### src/rtl/pstat_pkg.sv
package pstat_pkg;
    localparam int WIN_W = 3;
    localparam int CC_W  = 4;
    localparam int PSW_W = 2 * WIN_W + 3 + CC_W;

    typedef struct packed {
        logic [WIN_W-1:0] cwp;
        logic [WIN_W-1:0] swp;
        logic             ien;
        logic             sys;
        logic             psys;
        logic [CC_W-1:0]  cc;   // {Z,N,V,C}
    } psw_t;

    localparam psw_t PSW_RST = '{
        cwp:  {WIN_W{1'b1}},
        swp:  WIN_W'(1),
        ien:  1'b0,
        sys:  1'b1,
        psys: 1'b0,
        cc:   '0
    };
endpackage

### src/rtl/pstat_win.sv
module pstat_win #(
    parameter int WIN_W = 3
) (
    input  logic [WIN_W-1:0] cwp_q,
    input  logic [WIN_W-1:0] swp_q,
    input  logic             call_i,
    input  logic             ret_i,
    input  logic             spill_i,
    input  logic             fill_i,
    input  logic             hold_i,
    output logic [WIN_W-1:0] cwp_d,
    output logic [WIN_W-1:0] swp_d,
    output logic             ovf_o,
    output logic             unf_o
);
    localparam logic [WIN_W-1:0] ONE = WIN_W'(1);

    logic do_call, do_ret;

    always_comb begin
        do_call = call_i & ~ret_i & ~hold_i;
        do_ret  = ret_i & ~call_i & ~hold_i;

        cwp_d = cwp_q;
        if (do_call)     cwp_d = cwp_q - ONE;
        else if (do_ret) cwp_d = cwp_q + ONE;

        swp_d = swp_q;
        if (!hold_i) begin
            if (spill_i && !fill_i)      swp_d = swp_q + ONE;
            else if (fill_i && !spill_i) swp_d = swp_q - ONE;
        end

        ovf_o = do_call && (cwp_d == swp_q);
        unf_o = do_ret  && (cwp_d == swp_q);
    end
endmodule

### src/rtl/pstat_mode.sv
module pstat_mode
    import pstat_pkg::*;
(
    input  psw_t            psw_q,
    input  psw_t            wr_word_i,
    input  logic            wr_en_i,
    input  logic            priv_op_i,
    input  logic            set_cc_i,
    input  logic [CC_W-1:0] cc_i,
    input  logic            irq_i,
    input  logic            rst_req_i,
    output logic            wr_acc_o,
    output logic            ien_d,
    output logic            sys_d,
    output logic            psys_d,
    output logic [CC_W-1:0] cc_d,
    output logic            illegal_o,
    output logic            int_take_o
);
    always_comb begin
        wr_acc_o   = wr_en_i & psw_q.sys;
        illegal_o  = (priv_op_i | wr_en_i) & ~psw_q.sys;
        int_take_o = rst_req_i | (irq_i & psw_q.ien);

        ien_d  = psw_q.ien;
        sys_d  = psw_q.sys;
        psys_d = psw_q.psys;
        cc_d   = psw_q.cc;

        if (wr_acc_o) begin
            ien_d  = wr_word_i.ien;
            sys_d  = wr_word_i.sys;
            psys_d = (wr_word_i.sys != psw_q.sys) ? psw_q.sys : wr_word_i.psys;
            cc_d   = wr_word_i.cc;
        end else if (set_cc_i) begin
            cc_d = cc_i;
        end
    end
endmodule

### src/rtl/pstat_reg.sv
module pstat_reg
    import pstat_pkg::*;
(
    input  logic             clk,
    input  logic             rst_n,
    input  logic             call_i,
    input  logic             ret_i,
    input  logic             spill_done_i,
    input  logic             fill_done_i,
    input  logic             priv_op_i,
    input  logic             wr_en_i,
    input  logic [PSW_W-1:0] wr_data_i,
    input  logic             set_cc_i,
    input  logic [CC_W-1:0]  cc_i,
    input  logic             irq_i,
    input  logic             rst_req_i,
    output logic [PSW_W-1:0] psw_o,
    output logic             ovf_trap_o,
    output logic             unf_trap_o,
    output logic             illegal_o,
    output logic             int_take_o
);
    psw_t psw_q, psw_d, wr_word;
    logic wr_acc;
    logic [WIN_W-1:0] cwp_n, swp_n;
    logic ien_n, sys_n, psys_n;
    logic [CC_W-1:0] cc_n;

    assign wr_word = psw_t'(wr_data_i);

    pstat_win #(.WIN_W(WIN_W)) i_win (
        .cwp_q  (psw_q.cwp),
        .swp_q  (psw_q.swp),
        .call_i (call_i),
        .ret_i  (ret_i),
        .spill_i(spill_done_i),
        .fill_i (fill_done_i),
        .hold_i (wr_acc),
        .cwp_d  (cwp_n),
        .swp_d  (swp_n),
        .ovf_o  (ovf_trap_o),
        .unf_o  (unf_trap_o)
    );

    pstat_mode i_mode (
        .psw_q     (psw_q),
        .wr_word_i (wr_word),
        .wr_en_i   (wr_en_i),
        .priv_op_i (priv_op_i),
        .set_cc_i  (set_cc_i),
        .cc_i      (cc_i),
        .irq_i     (irq_i),
        .rst_req_i (rst_req_i),
        .wr_acc_o  (wr_acc),
        .ien_d     (ien_n),
        .sys_d     (sys_n),
        .psys_d    (psys_n),
        .cc_d      (cc_n),
        .illegal_o (illegal_o),
        .int_take_o(int_take_o)
    );

    always_comb begin
        psw_d      = psw_q;
        psw_d.cwp  = wr_acc ? wr_word.cwp : cwp_n;
        psw_d.swp  = wr_acc ? wr_word.swp : swp_n;
        psw_d.ien  = ien_n;
        psw_d.sys  = sys_n;
        psw_d.psys = psys_n;
        psw_d.cc   = cc_n;
    end

    always_ff @(posedge clk) begin
        if (!rst_n) psw_q <= PSW_RST;
        else        psw_q <= psw_d;
    end

    assign psw_o = psw_q;

    AST_CALL_STEP: assert property (@(posedge clk) disable iff (!rst_n)
        (call_i && !ret_i && !(wr_en_i && psw_q.sys)) |=> (psw_q.cwp == $past(psw_q.cwp) - WIN_W'(1)));
    AST_OVF_NEEDS_CALL: assert property (@(posedge clk) disable iff (!rst_n)
        ovf_trap_o |-> (call_i && !unf_trap_o));
    AST_RESET_TAKEN: assert property (@(posedge clk) disable iff (!rst_n)
        rst_req_i |-> int_take_o);
    AST_USER_WR_IGNORED: assert property (@(posedge clk) disable iff (!rst_n)
        (wr_en_i && !psw_q.sys) |-> illegal_o);
    AST_PREV_MODE: assert property (@(posedge clk) disable iff (!rst_n)
        (psw_q.sys != $past(psw_q.sys)) |-> (psw_q.psys == $past(psw_q.sys)));
    AST_CC_HOLD: assert property (@(posedge clk) disable iff (!rst_n)
        (!set_cc_i && !wr_en_i) |=> $stable(psw_q.cc));
endmodule

### config.mk
export PLATFORM = sky130hd
export DESIGN_NAME = pstat_reg
export DESIGN_NICKNAME = d
export VERILOG_FILES = /design/src/rtl/pstat_pkg.sv /design/src/rtl/pstat_win.sv /design/src/rtl/pstat_mode.sv /design/src/rtl/pstat_reg.sv
export SDC_FILE = /design/constraint.sdc
export NUM_CORES = 1
export LEC_CHECK = 0
export BUFFER_PORTS_ARGS = -buffer_cell sky130_fd_sc_hd__buf_2
export CORE_MARGIN = 2
export CORE_UTILIZATION = 30
export CTS_CLUSTER_SIZE = 28
export DETAILED_ROUTE_END_ITERATION = 7
export PLACE_DENSITY = 0.62
export SYNTH_ARGS = -nofsm -noshare
export SYNTH_HDL_FRONTEND = slang
export SYNTH_SLANG_ARGS = --single-unit
### constraint.sdc
create_clock -name clk -period 1.8 [get_ports clk]
set_clock_uncertainty 0.15 [all_clocks]
set_input_delay 0.18 -clock clk [delete_from_list [all_inputs] [get_ports clk]]
set_output_delay 0.18 -clock clk [all_outputs]
set_load 0.02 [all_outputs]
# --- After elaboration in Yosys (flattened, before gate mapping) ---
# Cells that the tools add are included.
totals:
  reg_bits: 13
  out_inout_bits: 17
op_classes:
  n_addsub: 4
  n_eq_ne: 2
  muxes: 9
  n_bitwise: 13
  n_reduce_logical: 8
ops:
  columns: ["cell", "count"]
  rows:
  - ["$mux 3", 6]
  - ["$mux 4", 2]
  - ["$and 1x1->1", 7]
  - ["$add 3x1->3 const B", 2]
  - ["$sub 3x1->3 const B", 2]
  - ["$logic_and 1x1->1", 4]
  - ["$not 1->1", 4]
  - ["$eq 3x3->1", 1]
  - ["$reduce_bool 3->1", 1]
  - ["$logic_not 1->1", 2]
  - ["$or 1x1->1", 2]
  - ["$reduce_bool 2->1", 1]
  - ["$mux 1", 1]
  - ["$ne 1x1->1", 1]

# --- Depth between registers and ports, before layout ---
# Gate-level depths: netlist (run 1).
logic_depth:
  word_depth: 7
  mapped_depth: 7

# --- Modules after synthesis ---
# From an unflattened synthesis (run 1), not the netlist that was laid out.
hier_totals:
  hier_cells: 104
  area_unflattened_um2: 904.6
by_module_without_submodules:
  columns: ["mod", "n_inst", "cells_each", "area_each_um2"]
  rows:
  - ["pstat_reg", 1, 34, 407.9]
  - ["pstat_win", 1, 46, 336.6]
  - ["pstat_mode", 1, 24, 160.2]

# --- Worst setup path after synthesis (run 1) ---
# No wires, ideal clock.
synth_timing:
  path_type: "register -> output"
  from: "register psw_o[10] (netlist name)"
  to: "output ovf_trap_o"
  arrival_time_ns: 1.827
  t_required_ns: 1.470
  setup_slack_ns: -0.357
  stages_incl_launch_ff: 7
  n_path_buf: 0
  path_cell_list: "dfxtp_1 -> inv_1 -> ha_1 -> nand2b_1 -> o221ai_2 -> xnor2_1 -> nor3_1"
synth_via:
  elab_chain_cells: 5
  word_cells_on_any_way: 6
synth_lines:
  columns: ["item", "line", "source"]
  rows:
  - ["$add 3x1->3", "pstat_win.sv:26", "else if (do_ret) cwp_d = cwp_q + ONE;"]
  - ["$mux 3", "pstat_win.sv:26", null]
  - ["$mux 3 *", "pstat_win.sv:25", "if (do_call) cwp_d = cwp_q - ONE;"]
  - ["$eq 3x3->1 *", "pstat_win.sv:34", "ovf_o = do_call && (cwp_d == swp_q);"]
  - ["$logic_and 1x1->1 *", "pstat_win.sv:34", null]
  - ["end, declared", "pstat_reg.sv:18", "output logic ovf_trap_o,"]
# Mark *: on every way between the ends. The rest lies on a longest branch, timed or not.

# --- Worst setup path in the final report (run 1) ---
layout_timing:
  from: "register psw_o[11] (netlist name)"
  to: "output ovf_trap_o"
layout_via:
  elab_chain_cells: 5
  word_cells_on_any_way: 6
layout_lines:
  columns: ["item", "line"]
  rows:
  - ["$add 3x1->3", "pstat_win.sv:26"]
  - ["$mux 3", "pstat_win.sv:26"]
  - ["$mux 3 *", "pstat_win.sv:25"]
  - ["$eq 3x3->1 *", "pstat_win.sv:34"]
  - ["$logic_and 1x1->1 *", "pstat_win.sv:34"]
# Marks and branches as above.

==> results.md, run 1 <==
* Final Hold Viols at 0
* Pre-CTS setup slack at -0.04808 ns
* CTS Buf Count at 3
* Register area at 266.5 um2
* Drt via density at 4.511
* Fillers at 226
* Most frequent cells in the layout: buf_2, nor2_1, buf_4
* Largest delay share family, worst path: flip-flops
* CTS tree: done
* Sequential element share of the synthesized area at 34.27%
* Synth warnings at 0
* HPWL reported at the end of detailed placement at 1439 um
* Worst Reg-to-Reg Cells at 9
* Gr ovfl total at 0
* # rows at 18
* Multi-input logic area at 546.8 um2
* RD Place Congestion at 0.6981
* Longest Clk Path Bufs at 2
* Max Freq at 0.5189 GHz
* Wire per inst at 11.50 um
* Final core utilization at 52.83%
* CP Capture Type: primary output
* Cells after Synth at 87
* Min-Delay Path Class: primary input to register
* CP Max Fanout at 2
* Worst hold path depth at 3
* Number of max-cap violations at 0
* Commonest non-fill, non-tap cell in the layout: buf_2
* Violated checks: setup timing
* Total power at 0.9107 mW
* Clk Latency, worst-skew pair at 0.28 ns
* Critical setup path kind: register to primary output
* Number of global-route vias before repair at 713
* Fin crit period at 1.927 ns
* Initial Utilization at 31.22%
* Startpoint types: register
* Final Cell Area at 1285 um2
* DRT antenna net count at 0
* #FFs+latches synth at 13
* Rel. slew slack at 66.06%
* Fin worst setup slack at -0.1272 ns
* Gr usage total at 14.99%
* Die Y at 54.32 um
* First-pass GRT wire length at 3146 um
* Routed vias at 812
* Die area at 2950 um2
* Final wirelength at 2070 um
* Placed cell area at 1057 um2
* Fin. max-slew vios at 0
* I/O pins at 45
* Core area at 2432 um2
* Die span in x at 54.32 um
* RSZ-0062 raised after global routing: yes
* Final hold slack at 0.02566 ns
* Initial DRC count at 4
* Layout net count at 183
* CP Depth at 7
* Status: finished with violations
* Htree depth at 1
* Max FFs per register at 13
* Root Buffer: clkbuf_4
* Peak supply drop at 0.4088 mV
* Period utilization at 107.1%
* Share of the synthesized area in the top cell type at 34.27%
* Cell taking the most area after synthesis: dfxtp_1
* DRC Markers at 0
* Share of cells above drive strength 1 at 50.67%
* Arrival time at the worst endpoint at 1.60 ns
* Leakage at 0.6174 nW
* Post-synth cell types at 28
* Mean Syn Cell Area at 8.730 um2
* Initial antenna violation count at 0
* Worst-path clk slew at 0.08 ns
* Final Setup Violations at 2
* # port buffers at 44
* Synth Net Count at 119
* Post-synth design cell area at 759.5 um2
* Crit-path cells: inv_2, ha_4, nand2b_4, o221ai_4, xnor2_2, nor3_2, buf_4
* Pin count of the biggest net entering global routing at 17
* Worst-Margin Slew at 0.5078 ns
* CP Data Required Time at 1.47 ns
* Worst Path Buf+Inv at 2
* Slowest-stage cell, CP: dfxtp_2
* Leading post-synthesis cells by cell area: dfxtp_1, mux2i_1, xnor2_1
* CTS Sinks at 13
* PD cells at 708.7 nW/um2
* P&R area growth vs syn at 69.19%
* ANT cells at 0
* Router iterations before antenna repair at 4
* Slowest stage delay, CP at 0.35 ns
## worst register-to-register path, stage by stage (launching register included)
cell	delay [ns]
dfxtp_2	0.35
inv_2	0.05
ha_4	0.26
nand2b_4	0.12
o221ai_4	0.11
buf_4	0.15
buf_4	0.12
buf_4	0.12
a21o_2	0.17
nand2_1	0.05
## per-stage QoR
stage | cells | setup TNS [ns]
2_1_floorplan | 87 | -0.009706
3_3_place_gp | 163 | 0
6_report | 180 | -0.2450
4_1_cts | 179 | -0.2543
5_1_grt | 180 | -0.3845
3_5_place_dp | 163 | -0.04808
## power by group
part           total [mW]  internal [mW]  switching, mW  leakage [nW]
Sequential          0.339          0.318         0.0213         0.108
Combinational       0.391          0.201          0.190         0.495
Clock               0.181         0.0861         0.0947        0.0150
Total               0.911          0.605          0.306         0.617
## cell families (layout without fill, tap and decap cells)
kind of cell	Yosys count	after routing	synth area share (%)
muxes	5	5	6.590
and+or+nand+nor	31	31	19.11
adders and majority gates	4	4	7.579
buffers and inverters	9	72	4.612
xor gates and xnor gates	9	9	11.37
AOI/OAI and AO/OA	16	16	16.47
DFF	13	13	34.27
## final timing paths
check	from	to	slack, ns
hold / removal	wr_data_i[0]	psw_o[0]$_SDFFE_PN0P_	0.03
hold reg to reg	psw_o[6]$_SDFFE_PN0P_	psw_o[6]$_SDFFE_PN0P_	0.33
setup / recovery	psw_o[11]$_SDFF_PN1_	ovf_trap_o	-0.13
setup reg to reg	psw_o[11]$_SDFF_PN1_	psw_o[11]$_SDFF_PN1_	0.09
## synthesized netlist by cell type
library cell and instances:
dfxtp_1 13, xor2_1 3, and2b_2 2, a21o_2 1
a211oi_1 5, xnor2_1 5, a21oi_1 1, a21o_1 1
mux2i_1 5, xnor2_2 1, o221ai_2 1, and2_1 1
nand2b_1 1, nor2_1 11, a22o_2 1, inv_1 6
nand2_1 10, a311oi_1 1, nor3_1 3, clkbuf_1 2
nand3b_1 1, or3_1 1, ha_1 3, fa_1 1
o21ai_0 2, buf_2 1, nor3b_1 1, o211ai_1 3
## layer usage
layer	global-route usage [%]	vias to the layer above	wire [um]
li1	-	420	-
met1	17.08	372	817
met2	27.31	16	1150
met3	4.098	4	79
met4	3.750	0	23
met5	0	-	0
## layout make-up
cell class	count	area share, %
flip-flops and latches	13	20.74
clock buffers	4	2.045
repair buffers	62	29.99
inverters	6	1.753
well taps	30	2.921
multi-input cells	65	42.55
## what timing repair did
item | 4_1_cts | 5_1_grt
pin swaps | 7 | 2
setup endpoints to repair | 2 | 3
hold endpoints to repair | 6 | 0
setup buffers | 5 | 1
hold buffers | 7 | 0
gates resized for setup | 14 | 2
Power figures use the tool's default switching activity.
==> run 2, diff against run 1 <==
--- a/config.mk
+++ b/config.mk
@@ -6,6 +6,7 @@
 export NUM_CORES = 1
 export LEC_CHECK = 0
 export BUFFER_PORTS_ARGS = -buffer_cell sky130_fd_sc_hd__buf_2
+export CORE_ASPECT_RATIO = 1.1
 export CORE_MARGIN = 2
 export CORE_UTILIZATION = 30
 export CTS_CLUSTER_SIZE = 28
==> run 2 against run 1 <==
- the run still ends with setup timing left
- utilization decreased by 1.8 points
- wire length shrank 6.2%
- first-iteration DRC count fell by 75%
- die area barely moved
- sequential power about the same
- clock-buffer cell count is the same
- worst hold slack improved by 0.0074 ns
- sequential cell count stayed put
- global-route usage decreased by 0.74 points
- highest routed layer unchanged
==> results.md, run 2 (same netlist as run 1, synthesis figures left out) <==
* Drt via density at 4.579 (+1.5%)
* Die span in x at 51.98 um (-4.3%)
* Violated checks: setup timing
* Worst-path clk slew at 0.07 ns (about the same)
* Switching share of total power at 33.12% (-0.48 points)
* Worst-Margin Slew at 0.5352 ns (+0.02734 ns)
* Crit-path cells: buf_6, ha_2, a22o_4, xnor2_4, nor3_2, buf_4
* Power share of the clock group at 19.5% (-0.4 points)
* CTS Buf Count at 3 (unchanged)
* ANT cells at 0 (unchanged)
* Status: finished with violations
* First-pass GRT wire length at 3201 um (+1.7%)
* Fin worst setup slack at -0.1510 ns (-0.02381 ns)
* Total Neg Setup Slack at -0.2882 ns (-0.04328 ns)
* Share of cells above drive strength 1 at 49.66% (-1.0 points)
* HP Start: wr_data_i[4]
* CP Capture Type: primary output
* Gr usage total at 14.25% (-0.74 points)
* Setup crit start: psw_o[10]$_SDFF_PN1_
* Initial antenna violation count at 0 (unchanged)
* Final Hold Viols at 0 (unchanged)
* Pin count of the biggest net entering global routing at 17 (unchanged)
* Clk Latency, worst-skew pair at 0.26 ns (-0.02 ns)
* Period utilization at 108.4% (+1.3 points)
* I/O pins at 45 (unchanged)
* Die Y at 56.77 um (+4.5%)
* HPWL reported at the end of detailed placement at 1521 um (+5.7%)
* # rows at 19 (+1)
* # port buffers at 44 (unchanged)
* Max FFs per register at 13 (unchanged)
* Fin. max-slew vios at 0 (unchanged)
* Die area at 2951 um2 (about the same)
* Routed vias at 815 (+0.37%)
* CP Max Fanout at 4 (+2)
* Wire length on met2 at 1072 um (-6.8%)
* Met1 Wirelength at 788 um (-3.5%)
* Peak supply drop at 0.4145 mV (+1.4%)
* Switching power at 0.2924 mW (-4.4%)
* Initial DRC count at 1 (-3)
* Leakage at 0.6030 nW (-2.3%)
* Arrival time at the worst endpoint at 1.62 ns (+0.02 ns)
* Most frequent cells in the layout: buf_2, nor2_1, dfxtp_1
* PD cells at 706.3 nW/um2 (-0.35%)
* Wire per inst at 10.91 um (-5.1%)
* Largest delay share family, worst path: flip-flops
* CP Data Required Time at 1.47 ns (about the same)
* CTS Sinks at 13 (unchanged)
* Slowest-stage cell, CP: dfxtp_4
* Critical setup path kind: register to primary output
* Min-Delay Path Class: primary input to register
* Layout net count at 180 (-1.6%)
* Startpoint types: register
* Int Power at 0.5904 mW (-2.4%)
* Longest Clk Path Bufs at 2 (unchanged)
* Number of max-cap violations at 0 (unchanged)
* Met3 WL at 64 um (-19%)
* Worst Path Buf+Inv at 2 (unchanged)
* DRC Markers at 0 (unchanged)
* CTS tree: done
* P&R area growth vs syn at 64.58%
* Gr ovfl total at 0 (unchanged)
* Slowest stage delay, CP at 0.35 ns (about the same)
* DR top layer: met4
* Max Freq at 0.5126 GHz (-1.2%)
* Number of global-route vias before repair at 767 (+7.6%)
* RSZ-0062 raised after global routing: yes
* Total power at 0.8828 mW (-3.1%)
* Fin crit period at 1.951 ns (+0.02381 ns)
* Root Buffer: clkbuf_4
* Rel. slew slack at 64.24% (-1.8 points)
* Htree depth at 1 (unchanged)
* Initial Utilization at 31.02% (-0.21 points)
* DRT antenna net count at 0 (unchanged)
* RD Place Congestion at 0.7281 (+4.3%)
* Commonest non-fill, non-tap cell in the layout: buf_2
* Register share of total power at 38.3% (+1.1 points)
* Final Setup Violations at 2 (unchanged)
* Core area at 2449 um2 (+0.67%)
* Final wirelength at 1942 um (-6.2%)
* Router iterations before antenna repair at 2 (-2)
* Crit Reg-Reg Startpoint: psw_o[7]$_SDFFE_PN1P_
* Power share of the combinational group at 42.2% (-0.7 points)
run 2: tightest hold or removal path, delay by kind of cell:
| kind | cells | cell delay (ns) |
|---|---|---|
| simple gates | 2 | 0.15 |
| buf+inv | 1 | 0.08 |
run 2: cell type report:
class / count / area, um2
flip-flops and latches: 13 / 265.3
well taps: 31 / 38.79
inverters: 6 / 22.52
repair buffers: 59 / 356.6
fillers: 229 / 1199
clock buffers: 4 / 26.28
multi-input cells: 65 / 540.5
run 2: path summary, 6_finish.rpt:
kind / cells past startpoint / slack (ns) / end
setup / recovery: 6 / -0.15 / ovf_trap_o
hold / removal: 3 / 0.03 / psw_o[4]$_SDFFE_PN0P_
setup reg to reg: 4 / 0.09 / psw_o[9]$_SDFFE_PN0P_
hold reg to reg: 2 / 0.34 / psw_o[6]$_SDFFE_PN0P_
run 2: layer usage:
metal | GRT usage, % | vias up
met5 | 0 | -
met4 | 6.767 | 0
met3 | 0.7979 | 2
met2 | 24.59 | 16
met1 | 17.54 | 378
li1 | - | 419
run 2: power by group through the flow:
stage / combinational, mW / sequential, mW / clock, mW
after floorplan: 0.151 / 0.384 / 0
after global placement: 0.294 / 0.343 / 0
after detailed placement: 0.303 / 0.344 / 0
after CTS: 0.369 / 0.338 / 0.180
after global routing: 0.407 / 0.342 / 0.203
final: 0.372 / 0.338 / 0.173
run 2: timing repair:
action / 4_1_cts / 5_1_grt
hold buffers: 6 / 0
gates resized for setup: 11 / 2
pin swaps: 5 / 3
setup endpoints to repair: 2 / 3
setup buffers: 3 / 0
endpoints found under the hold margin: 6 / 0
run 2: metrics by stage:
step	utilization [%]	instance area [um2]	setup slack [ns]	cells	hold WS (ns)
after floorplan	-	774.5	-0.004853	87	0.09190
after global placement	43.54	1066	0.005334	165	0.2581
after detailed placement	43.54	1066	-0.08879	165	0.2599
after CTS	50.64	1240	-0.1920	178	0.02444
after global routing	51.05	1250	-0.2676	178	0.04221
final	51.05	1250	-0.1510	178	0.03310
==> run 3, diff against run 2 <==
==> constraint.sdc (replaced) <==
create_clock -name clk -period 1.8 [get_ports clk]
set_clock_uncertainty 0.15 [all_clocks]
set_input_delay 0.09 -clock clk [delete_from_list [all_inputs] [get_ports clk]]
set_output_delay 0.09 -clock clk [all_outputs]
set_load 0.02 [all_outputs]
==> run 3 against run 2 <==
- the flow still finishes with violations (setup timing)
- maximum frequency is 3.4% higher
- register-to-register slack got worse by 0.14 ns
- sequential share of layout area shrank 1.9 points
- clock-buffer cell count stayed put
- sequential cell count is the same
- global-route usage grew 2.0 points
- wire length up 16%
- first-iteration DRC count rose to 15 times the previous value
- clock power rose by 9%
- critical endpoint is now unf_trap_o
- largest cell class unchanged
==> results.md, run 3 (same netlist as run 1, synthesis figures left out) <==
* RSZ-0062 raised after global routing: yes
* Share of cells above drive strength 1 at 47.17% (-2.5 points)
* Number of global-route vias before repair at 834 (+8.7%)
* ANT cells at 0 (unchanged)
* Core area at 2449 um2 (unchanged)
* Startpoint types: register
* Routed vias at 866 (+6.3%)
* CTS Sinks at 13 (unchanged)
* PD cells at 682.6 nW/um2 (-3.3%)
* # port buffers at 44 (unchanged)
* DRT antenna net count at 0 (unchanged)
* Pin count of the biggest net entering global routing at 17 (unchanged)
* Max Freq at 0.5300 GHz (+3.4%)
* Placed cell area at 1041 um2 (-2.3%)
* Most frequent cells in the layout: buf_2, dlygate4sd3_1, nor2_1, buf_4, nand2_1
* Final Setup Violations at 3 (+1)
* Fin. max-slew vios at 0 (unchanged)
* Htree depth at 1 (unchanged)
* Worst-path clk slew at 0.09 ns (+0.02 ns)
* Initial DRC count at 15 (+14)
* Clk Latency, worst-skew pair at 0.28 ns (+0.02 ns)
* Fillers at 216 (-5.7%)
* Die span in x at 51.98 um (unchanged)
* Die Y at 56.77 um (unchanged)
* CP Capture Type: primary output
* Drt via density at 4.558 (-0.45%)
* Number of max-cap violations at 0 (unchanged)
* CTS tree: done
* Gr usage total at 16.27% (+2.0 points)
* Gr ovfl total at 0 (unchanged)
* # rows at 19 (unchanged)
* Final wirelength at 2252 um (+16%)
* Longest Clk Path Bufs at 2 (unchanged)
* RD Place Congestion at 0.8161 (+12%)
* Fin worst setup slack at -0.08687 ns (+0.06409 ns)
* Period utilization at 104.8% (-3.6 points)
* Min-Delay Path Class: primary input to register
* Initial Utilization at 31.02% (unchanged)
* Layout net count at 192 (+6.7%)
* CTS Buf Count at 3 (unchanged)
* Total power at 0.9361 mW (+6.0%)
* Critical setup path kind: register to primary output
* Root Buffer: clkbuf_4
* DRC Markers at 0 (unchanged)
* I/O pins at 45 (unchanged)
* P&R area growth vs syn at 80.56%
* First-pass GRT wire length at 3594 um (+12%)
* Peak supply drop at 0.4023 mV (-3.0%)
* CP Data Required Time at 1.56 ns (+0.09 ns)
* CP Max Fanout at 2 (-2)
* Final hold slack at 0.009973 ns (-0.02313 ns)
* Router iterations before antenna repair at 4 (+2)
* Total Neg Setup Slack at -0.2248 ns (+0.06344 ns)
* Final Hold Viols at 0 (unchanged)
* Status: finished with violations
* Max FFs per register at 13 (unchanged)
* Initial antenna violation count at 0 (unchanged)
* Worst-Margin Slew at 0.5149 ns (-0.02029 ns)
* Fin crit period at 1.887 ns (-0.06409 ns)
* Violated checks: setup timing
* Final core utilization at 56.00% (+5.0 points)
* HPWL reported at the end of detailed placement at 1474 um (-3.1%)
* Arrival time at the worst endpoint at 1.65 ns (+0.03 ns)
* Rel. slew slack at 65.59% (+1.4 points)
* Wire per inst at 11.85 um (+8.6%)
* Commonest non-fill, non-tap cell in the layout: buf_2
* Die area at 2951 um2 (unchanged)
* Final Cell Area at 1371 um2 (+9.7%)
* Leakage at 0.6528 nW (+8.3%)
[run 3: metrics by stage]
step	worst slack [ns]	cells
3_3_place_gp	0.06519	162
5_1_grt	-0.1595	190
4_1_cts	-0.1426	187
2_1_floorplan	0.04222	87
3_5_place_dp	0.02665	162
6_report	-0.08687	190
[run 3: what timing repair did]
action	4_1_cts	5_1_grt
setup endpoints to repair	2	4
gates resized for setup	11	4
hold buffers	17	0
buffers inserted	4	3
hold endpoints to repair	13	0
pin swaps	5	7
[run 3: report_power, final]
group | switching [mW] | internal [mW] | total, mW
combinational | 0.192 | 0.213 | 0.405
sequential | 0.0234 | 0.318 | 0.342
clock | 0.103 | 0.0861 | 0.189
[run 3: final cells by class]
cell class | count | area, um2 | area share, %
repair buffers | 71 | 474.2 | 34.58
flip-flops and latches | 13 | 265.3 | 19.34
well taps | 31 | 38.79 | 2.828
clock buffers | 4 | 26.28 | 1.916
multi-input cells | 65 | 544.3 | 39.69
inverters | 6 | 22.52 | 1.642
[run 3: worst paths after layout]
path	cells after the start	from	to	slack (ns)
min	3	cc_i[1]	psw_o[1]$_SDFFE_PN0P_	0.01
max reg2reg	10	psw_o[11]$_SDFF_PN1_	psw_o[11]$_SDFF_PN1_	-0.05
max	7	psw_o[11]$_SDFF_PN1_	unf_trap_o	-0.09
min reg2reg	2	psw_o[6]$_SDFFE_PN0P_	psw_o[6]$_SDFFE_PN0P_	0.33
[run 3: critical path: stages (launching register included)]
cell	delay, ns
dfxtp_2	0.35
inv_2	0.05
ha_4	0.26
nand2b_4	0.13
o221ai_4	0.12
xnor2_2	0.17
nor3_2	0.12
buf_4	0.16
[run 3: layer usage]
layer  vias to the layer above  global-route usage (%)  routed length (um)  share of wire [%]
met2                        39                   27.12                1107                 49
li1                        441                       -                   -                  -
met3                         7                   3.457                 150                6.7
met1                       379                   19.11                 929                 41
met4                         0                   8.271                  65                2.9
met5                         -                       0                   0                  0
